[config.mk]
export PLATFORM = sky130hd
export DESIGN_NAME = pt_walker
export DESIGN_NICKNAME = d
export VERILOG_FILES = /design/src/rtl/pt_walker_pkg.sv /design/src/rtl/pt_addr_gen.sv /design/src/rtl/pt_pte_decode.sv /design/src/rtl/pt_walk_fsm.sv /design/src/rtl/pt_walker.sv
export SDC_FILE = /design/constraint.sdc
export NUM_CORES = 1
export LEC_CHECK = 0
export CORE_ASPECT_RATIO = 1.75
export CORE_UTILIZATION = 40
export CTS_BUF_LIST = sky130_fd_sc_hd__clkbuf_2 sky130_fd_sc_hd__clkbuf_4 sky130_fd_sc_hd__clkbuf_8
export DETAILED_ROUTE_END_ITERATION = 10
export DONT_BUFFER_PORTS = 1
export PLACE_DENSITY = 0.53
export RECOVER_POWER = 100
export SLEW_MARGIN = 20
export SYNTH_ARGS = -nofsm -noshare
export SYNTH_HDL_FRONTEND = slang
export SYNTH_SLANG_ARGS = --single-unit
[constraint.sdc]
create_clock -name clk -period 3.45 [get_ports clk]
set_clock_uncertainty 0.05 [all_clocks]
set_input_delay 0 -clock clk [delete_from_list [all_inputs] [get_ports clk]]
set_output_delay 0 -clock clk [all_outputs]
set_load 0.01 [all_outputs]
[src/rtl/pt_walker_pkg.sv]
package pt_walker_pkg;

   localparam int PTE_BYTES     = 4;
   localparam int PTE_W         = 8 * PTE_BYTES;
   localparam int PTE_VALID_BIT = 31;
   localparam int PTE_ACC_LSB   = 29;

   typedef enum logic [1:0] {
      FLT_NONE  = 2'd0,
      FLT_PAGE  = 2'd1,
      FLT_LIMIT = 2'd2
   } walk_fault_e;

   typedef enum logic [1:0] {
      ACC_NONE = 2'd0,
      ACC_RO   = 2'd1,
      ACC_RW   = 2'd2,
      ACC_EXEC = 2'd3
   } acc_rights_e;

   typedef enum logic [2:0] {
      ST_IDLE  = 3'd0,
      ST_CHECK = 3'd1,
      ST_RDREQ = 3'd2,
      ST_WAIT  = 3'd3,
      ST_DONE  = 3'd4
   } walk_state_e;

endpackage

[src/rtl/pt_addr_gen.sv]
module pt_addr_gen #(
   parameter int VPN_W = 6,
   parameter int PA_W  = 32,
   localparam int LIM_W = VPN_W + 1,
   localparam int SH_W  = VPN_W + 2
) (
   input  logic [PA_W-1:0]  base,
   input  logic [VPN_W-1:0] vpn,
   input  logic [LIM_W-1:0] limit,
   output logic [PA_W-1:0]  entry_addr,
   output logic             over_limit
);
   logic [SH_W-1:0] scaled;
   logic [PA_W-1:0] offs;

   assign scaled     = {vpn, 2'b00};
   assign over_limit = ({1'b0, vpn} >= limit);

   generate
      if (PA_W > SH_W) begin : g_pad
         assign offs = {{(PA_W - SH_W){1'b0}}, scaled};
      end else if (PA_W == SH_W) begin : g_exact
         assign offs = scaled;
      end else begin : g_bad
         $error("pt_addr_gen: PA_W too narrow for table offset");
      end
   endgenerate

   assign entry_addr = base + offs;
endmodule

[src/rtl/pt_pte_decode.sv]
module pt_pte_decode
   import pt_walker_pkg::*;
#(
   parameter int PPN_W = 10
) (
   input  logic [PTE_W-1:0] entry,
   output logic             present,
   output logic [1:0]       rights,
   output logic [PPN_W-1:0] ppn
);
   generate
      if (PPN_W > PTE_ACC_LSB) begin : g_bad
         $error("pt_pte_decode: PPN_W overlaps the rights field");
      end
   endgenerate

   assign present = entry[PTE_VALID_BIT];
   assign rights  = entry[PTE_ACC_LSB +: 2];
   assign ppn     = entry[PPN_W-1:0];
endmodule

[src/rtl/pt_walk_fsm.sv]
module pt_walk_fsm
   import pt_walker_pkg::*;
(
   input  logic        clk,
   input  logic        rst_n,
   input  logic        req_fire,
   input  logic        over_limit,
   input  logic        mem_req_ready,
   input  logic        mem_rsp_valid,
   output walk_state_e state
);
   walk_state_e nxt;

   always_comb begin
      nxt = state;
      unique case (state)
         ST_IDLE:  if (req_fire) nxt = ST_CHECK;
         ST_CHECK: nxt = over_limit ? ST_DONE : ST_RDREQ;
         ST_RDREQ: if (mem_req_ready) nxt = ST_WAIT;
         ST_WAIT:  if (mem_rsp_valid) nxt = ST_DONE;
         ST_DONE:  nxt = ST_IDLE;
         default:  nxt = ST_IDLE;
      endcase
   end

   always_ff @(posedge clk) begin
      if (!rst_n) state <= ST_IDLE;
      else        state <= nxt;
   end
endmodule

[src/rtl/pt_walker.sv]
module pt_walker
   import pt_walker_pkg::*;
#(
   parameter int VPN_W = 6,
   parameter int OFF_W = 12,
   parameter int PPN_W = 10,
   parameter int PA_W  = 32,
   localparam int VA_W  = VPN_W + OFF_W,
   localparam int LIM_W = VPN_W + 1,
   localparam int OUT_W = PPN_W + OFF_W
) (
   input  logic             clk,
   input  logic             rst_n,
   input  logic             req_valid,
   output logic             req_ready,
   input  logic [VA_W-1:0]  req_vaddr,
   input  logic [PA_W-1:0]  req_base,
   input  logic [LIM_W-1:0] req_limit,
   output logic             mem_req_valid,
   input  logic             mem_req_ready,
   output logic [PA_W-1:0]  mem_req_addr,
   input  logic             mem_rsp_valid,
   input  logic [31:0]      mem_rsp_data,
   output logic             done,
   output logic [1:0]       done_fault,
   output logic [OUT_W-1:0] done_paddr,
   output logic [1:0]       done_rights
);
   generate
      if (VPN_W < 1 || OFF_W < 2) begin : g_bad_va
         $error("pt_walker: address split out of range");
      end
   endgenerate

   walk_state_e      st;
   logic             req_fire;
   logic [VPN_W-1:0] vpn_q;
   logic [OFF_W-1:0] off_q;
   logic [PA_W-1:0]  base_q;
   logic [LIM_W-1:0] lim_q;
   logic             over_limit;
   logic             pte_present;
   logic [1:0]       pte_rights;
   logic [PPN_W-1:0] pte_ppn;

   assign req_ready = (st == ST_IDLE);
   assign req_fire  = req_valid && req_ready;

   always_ff @(posedge clk) begin
      if (!rst_n) begin
         vpn_q  <= '0;
         off_q  <= '0;
         base_q <= '0;
         lim_q  <= '0;
      end else if (req_fire) begin
         vpn_q  <= req_vaddr[VA_W-1:OFF_W];
         off_q  <= req_vaddr[OFF_W-1:0];
         base_q <= req_base;
         lim_q  <= req_limit;
      end
   end

   pt_walk_fsm u_fsm (
      .clk           (clk),
      .rst_n         (rst_n),
      .req_fire      (req_fire),
      .over_limit    (over_limit),
      .mem_req_ready (mem_req_ready),
      .mem_rsp_valid (mem_rsp_valid),
      .state         (st)
   );

   pt_addr_gen #(.VPN_W(VPN_W), .PA_W(PA_W)) u_addr (
      .base       (base_q),
      .vpn        (vpn_q),
      .limit      (lim_q),
      .entry_addr (mem_req_addr),
      .over_limit (over_limit)
   );

   pt_pte_decode #(.PPN_W(PPN_W)) u_dec (
      .entry   (mem_rsp_data),
      .present (pte_present),
      .rights  (pte_rights),
      .ppn     (pte_ppn)
   );

   assign mem_req_valid = (st == ST_RDREQ);
   assign done          = (st == ST_DONE);

   always_ff @(posedge clk) begin
      if (!rst_n) begin
         done_fault  <= FLT_NONE;
         done_paddr  <= '0;
         done_rights <= ACC_NONE;
      end else if (st == ST_CHECK && over_limit) begin
         done_fault  <= FLT_LIMIT;
         done_paddr  <= '0;
         done_rights <= ACC_NONE;
      end else if (st == ST_WAIT && mem_rsp_valid) begin
         if (pte_present) begin
            done_fault  <= FLT_NONE;
            done_paddr  <= {pte_ppn, off_q};
            done_rights <= pte_rights;
         end else begin
            done_fault  <= FLT_PAGE;
            done_paddr  <= '0;
            done_rights <= ACC_NONE;
         end
      end
   end
endmodule

==> results.txt, run 1 <==
Avg WL per Cell -> 15.27 µm
Hold Vio Cnt, Final -> 0
Die area -> 10490 µm²
CTS tree -> yes
Worst relative slew slack -> 0.2016
Worst Path Required -> 3400 ps
Global placement routability congestion -> 0.7912
Crit Reg-Reg Endpoint -> lim_q[0]$_SDFFE_PN0P_
CP delay by family, top -> simple AND/OR/NAND/NOR gates
1st-iter DRT viols -> 121
Buffer and inverter count on the worst path -> 0
Cell mode on critical path -> o21ai_0
Pin count of the biggest net entering global routing -> 62
Outcome -> finished clean
GRT Total Usage -> 0.2128
Area Overhead vs Synth -> 23.91%
Core ar. -> 9849 µm²
DP Wirelength -> 7000 µm
Initial Util -> 0.4090
Slew Limit Fails -> 0
Clk sinks -> 86
Hold path cells -> 3
Worst Hold End -> lim_q[2]$_SDFFE_PN0P_
Fin Hold WS -> 58.08 ps
Placed insts -> 620
IO Pins -> 155
Final Power -> 3.137 mW
Warning count from the yosys run -> 0
Pint -> 1.949 mW
Ys async rst share -> 0
Final setup violation count -> 0
Lkg Pwr -> 1.888 nW
Hold buffer count at CTS -> 71
Clock latency on the worst-skew pair -> 370 ps
Worst path arrival time -> 2900 ps
Htree depth -> 3
Post-synth top flop -> dfxtp_1
Setup CP Type -> flop to output pin
ANT nets after route -> 0
RSZ-0062 raised after global routing -> false
# diodes -> 0
TNS Setup -> 0 ps
Drt drc -> 0
Min Tclk post-route -> 2952 ps
Max cap viols -> 0
Comb pwr share -> 0.310
Die Height -> 134.8 µm
Initial antenna violation count -> 0
Pwr dens -> 628.3 nW/µm²
Max Freq -> 0.3388 GHz
Syn Area/Cell -> 7.703 µm²
Filler cells -> 981
Hold Path Class -> input pin to flop
Site row count -> 48
Cell count after synthesis -> 523
Crit Path Max Fanout -> 8
Syn Nets -> 630
Final net count -> 684
Final wirelength -> 10790 µm
IO Port Bufs -> 0
Final cell count without fillers -> 707
EDFF count, synth -> 0
Vias in the first global route -> 3580
Worst r2r src -> u_fsm.state[2]$_SDFFE_PN0P_
Most common cell in the netlist -> nand2_1
Top cells by count, synth -> 153 x nand2_1, 86 x dfxtp_1, 85 x a21oi_1, 28 x nand3_1, 23 x nor2_1
Synth top area share -> 0.4273
Synth Register Bits -> 86
R2R depth -> 4
Worst vdd ir -> 0.6509 mV
Fin crit share -> 0.8555
Initial DRT Pass Iterations -> 4
Sw Ratio -> 0.3785
CTS resizes -> 0
Synth area leaders -> dfxtp_1 43%, nand2_1 14%, a21oi_1 11%
CTS max path bufs -> 2
CP Capture Type -> output pin
Vias per cell -> 5.215
Slowest-stage cell, CP -> o21ai_0
Sequential share of power -> 0.426
Slowest stage delay, CP -> 510 ps
Hold Path Origin -> req_valid
Worst slew pin tran -> 1193 ps
Share of cells above drive strength 1 -> 0.04983
Synth area leader -> dfxtp_1
Yosys cell types -> 46
First-pass GRT wire length -> 17430 µm
Mapped Area -> 4029 µm²
Clock transition at path regs -> 90 ps
Critical Path Start Type -> flop
Sw power -> 1.187 mW
Chip Width -> 77.87 µm
FF/Latch Area -> 1722 µm²
Clock share of power -> 0.264
Multi-input combinational cell area -> 2079 µm²
Setup repair bufs after CTS -> 0
CTS Buf Count -> 9
Grt ovf -> 0
Crit-path cells -> ha_1 > o21ai_0 > nor3b_1 > o21ai_0 > or3_1 > xnor2_1
Reg2reg setup slack -> 1030 ps
Register area share after synthesis -> 0.4273
DR vias -> 3687
Root Driver -> clkbuf_8
worst max-delay path by stage:
| stage | startpoint | endpoint | slack (ps) | depth (start not counted) |
|---|---|---|---|---|
| 5_1_grt | vpn_q[2]$_SDFFE_PN0P_ | mem_req_addr[27] | 330 | 6 |
| 2_1_floorplan | vpn_q[0]$_SDFFE_PN0P_ | mem_req_addr[14] | 1540 | 8 |
| 6_report | vpn_q[3]$_SDFFE_PN0P_ | mem_req_addr[27] | 500 | 6 |
| 4_1_cts | vpn_q[3]$_SDFFE_PN0P_ | mem_req_addr[27] | 790 | 6 |
| 3_3_place_gp | vpn_q[0]$_SDFFE_PN0P_ | done_paddr[3]$_SDFFE_PP0P_ | 1150 | 7 |
| 3_5_place_dp | vpn_q[0]$_SDFFE_PN0P_ | done_paddr[4]$_SDFFE_PP0P_ | 1090 | 7 |
metal layers:
layer | wire length, µm | share of wire | track usage | vias to the layer above
met1 | 4423 | 0.41 | 0.2369 | 1718
met2 | 5541 | 0.51 | 0.3732 | 101
met4 | 359 | 0.033 | 0.1195 | 0
li1 | - | - | - | 1846
met5 | 0 | 0 | 0 | -
met3 | 470 | 0.044 | 0.04257 | 22
sequential cells by signal, summed over array words and instances, names as in the netlist:
register	flops
done_paddr	22
vpn_q	6
off_q	12
base_q	32
done_fault	2
lim_q	7
done_rights	2
u_fsm.state	3
final cells by class:
type | instances | area share
sequential | 86 | 0.3449
clock inverter | 6 | 0.01855
clock buffer | 10 | 0.02757
inverter | 15 | 0.01128
tap | 125 | 0.03133
timing repair buffer | 76 | 0.1499
multi-input combinational | 389 | 0.4165
worst min-delay path, cell delays in order:
cell     delay (ps)
and2_2          270
nand2_1         110
a21oi_1          50
through the flow:
stage                     setup slack, ps    util  instance area (µm²)
final                               498.5  0.5069                 4992
after global routing                333.7  0.5069                 4992
after CTS                           785.7  0.5094                 5017
after detailed placement             1087  0.4139                 4076
after global placement               1150  0.4139                 4076
after floorplan                      1542       -                 4029
cell families after synthesis:
family / Yosys count / share of synthesized area
and+or+nand+nor: 241 / 0.2646
buffers and inverters: 48 / 0.05124
muxes: 2 / 0.005279
DFF: 86 / 0.4273
adders and majority gates: 13 / 0.04224
xor gates and xnor gates: 25 / 0.05435
AOI/OAI and AO/OA: 108 / 0.1550
power groups by stage:
| stage | logic, mW | registers [mW] | clock network, mW |
|---|---|---|---|
| 3_3_place_gp | 0.898 | 1.35 | 0 |
| 4_1_cts | 0.991 | 1.34 | 0.850 |
| 6_report | 0.972 | 1.33 | 0.830 |
| 5_1_grt | 1.09 | 1.36 | 0.891 |
| 3_5_place_dp | 0.917 | 1.36 | 0 |
| 2_1_floorplan | 0.793 | 1.29 | 0 |
cells in the final DEF, fill, tap and decap left out, drive strengths merged, types with 3 or more instances in the layout:
| cell type | n |
|---|---|
| a21oi | 85 |
| a211oi | 4 |
| nand2 | 153 |
| nand3 | 29 |
| inv | 17 |
| nand4 | 4 |
| nor3 | 8 |
| nor2 | 23 |
| clkbuf | 10 |
| ha | 12 |
| dfxtp | 86 |
| and3 | 4 |
| nand2b | 4 |
| o21ai | 4 |
| buf | 5 |
| nor3b | 5 |
| xor2 | 19 |
| a21o | 3 |
| nor2b | 3 |
| dlygate4sd3 | 71 |
| xnor2 | 6 |
Power figures use the tool's default switching activity.
==> run 2, diff against run 1 <==
Settings changed: CORE_UTILIZATION 40 to 35, PLACE_DENSITY 0.53 to 0.48, REMOVE_ABC_BUFFERS set to 1.
==> run 2 against run 1 <==
  * Wire length down 3.0%
  * Non-clock buffer count unchanged
  * Core utilization down 6.2 points
  * Critical path depth unchanged
  * Setup slack better by 100 ps
  * First-iteration DRC count down 41%
  * Total power down 4.3%
  * Global-route usage down 3.8 points
  * Die area up 14%
  * Worst hold slack worse by 54 ps
  * Clock power down 16%
  * Sequential power about the same
  * Critical path type unchanged
  * Highest routed layer unchanged
==> results.txt, run 2 (synthesis gave the netlist of run 1 again) <==
Commonest non-fill, non-tap cell in the layout -> nand2_1
Max FFs per register -> 32
Initial DRT Pass Iterations -> 6
Slew Limit Fails -> 0
Metal2 WL -> 5577 µm
Vias in the first global route -> 3638
Final setup violation count -> 0
CP Capture Type -> output pin
Htree depth -> 3
Initial antenna violation count -> 0
Vias per cell -> 5.135
Top routing layer in use -> met4
Critical Path Start Type -> flop
PnR worst setup slack -> 601.4 ps
Worst slew pin tran -> 1096 ps
ANT nets after route -> 0
Die Height -> 143.9 µm
Pwr dens -> 604.0 nW/µm²
Top reg by flops -> base_q
Wl on met1 -> 4174 µm
# diodes -> 0
Largest regs -> base_q: 32 flops, done_paddr: 22 flops, off_q: 12 flops
Drt drc -> 0
CTS max path bufs -> 2
Crit Path Max Fanout -> 8
Root Driver -> clkbuf_8
Avg WL per Cell -> 14.68 µm
GRT Total Usage -> 0.1750
TNS Setup -> 0 ps
Final wirelength -> 10470 µm
Share of cells above drive strength 1 -> 0.04819
Core ar. -> 11170 µm²
Post-Route Utilization -> 0.4452
Final net count -> 684
Worst Path Required -> 3400 ps
IO Port Bufs -> 0
Fin crit share -> 0.8257
Final Power -> 3.002 mW
Pin count of the biggest net entering global routing -> 58
1st-iter DRT viols -> 71
Site row count -> 51
Most frequent cells in the layout -> 152 x nand2_1, 86 x dfxtp_1, 85 x a21oi_1, 71 x dlygate4sd3_1, 28 x nand3_1
IO Pins -> 155
Met3 wire len -> 525 µm
Min Tclk post-route -> 2849 ps
DP Wirelength -> 6973 µm
Global placement routability congestion -> 0.7447
Initial Util -> 0.3608
Clock transition at path regs -> 90 ps
Setup CP Type -> flop to output pin
CTS tree -> yes
Worst path arrival time -> 2800 ps
Max cap viols -> 0
Worst relative slew slack -> 0.2617
Area Overhead vs Synth -> 23.39%
Worst vdd ir -> 0.3027 mV
Lkg Pwr -> 1.871 nW
DR vias -> 3661
Setup repair bufs after CTS -> 0
Chip Width -> 83.11 µm
Clk sinks -> 86
RSZ-0062 raised after global routing -> false
Max Freq -> 0.3510 GHz
Grt ovf -> 0
DP Worst Slack -> 1048 ps
CTS Buf Count -> 9
Die area -> 11960 µm²
Hold Vio Cnt, Final -> 0
CTS resizes -> 0
Clock latency on the worst-skew pair -> 360 ps
Hold Path Class -> input pin to flop
Outcome -> finished clean
First-pass GRT wire length -> 16680 µm
[run 2: critical path: stages, from the launching register on]
cell,delay [ps]
dfxtp_1,390
ha_1,370
o211a_1,240
and3_1,250
o21ai_0,420
or3_1,480
xnor2_1,280
[run 2: repair_timing]
item,in CTS,in global routing
endpoints found under the setup margin,0,0
hold buffers,71,0
endpoints found under the hold margin,85,0
[run 2: path summary, 6_finish.rpt]
kind,slack (ps),startpoint,cells past startpoint,endpoint
worst min register to register,410,lim_q[2]$_SDFFE_PN0P_,2,lim_q[2]$_SDFFE_PN0P_
worst max register to register,900,u_fsm.state[2]$_SDFFE_PN0P_,5,base_q[18]$_SDFFE_PN0P_
worst max-delay path,600,vpn_q[5]$_SDFFE_PN0P_,6,mem_req_addr[27]
worst min-delay path,4,rst_n,2,u_fsm.state[0]$_SDFFE_PN0P_
[run 2: metal layers]
metal	GRT usage	vias to the layer above
li1	-	1843
met5	0	-
met1	0.1729	1700
met3	0.03389	11
met4	0.08439	0
met2	0.3438	107
[run 2: final cells by class]
type | instances | area (µm²)
clock buffer | 13 | 178.9
clock inverter | 2 | 15.01
fill | 1139 | 6196
inverter | 15 | 56.30
multi-input combinational | 389 | 2088
sequential | 86 | 1722
tap | 132 | 165.2
timing repair buffer | 76 | 745.7
[run 2: power by group]
part | internal, mW | switching, mW | leakage [nW] | total (mW)
registers | 1.16 | 0.171 | 0.701 | 1.33
logic | 0.349 | 0.618 | 1.08 | 0.967
clock network | 0.337 | 0.364 | 0.0938 | 0.701
total | 1.85 | 1.15 | 1.87 | 3.00
[run 2: metrics by stage]
step | instance area, µm² | cells | hold WS (ps)
detailed placement | 4085 | 627 | 60.95
global route | 4971 | 713 | 34.51
global placement | 4085 | 627 | 53.47
CTS | 4990 | 713 | 20.26
floorplan | 3879 | 490 | 45.68
finish | 4971 | 713 | 3.805
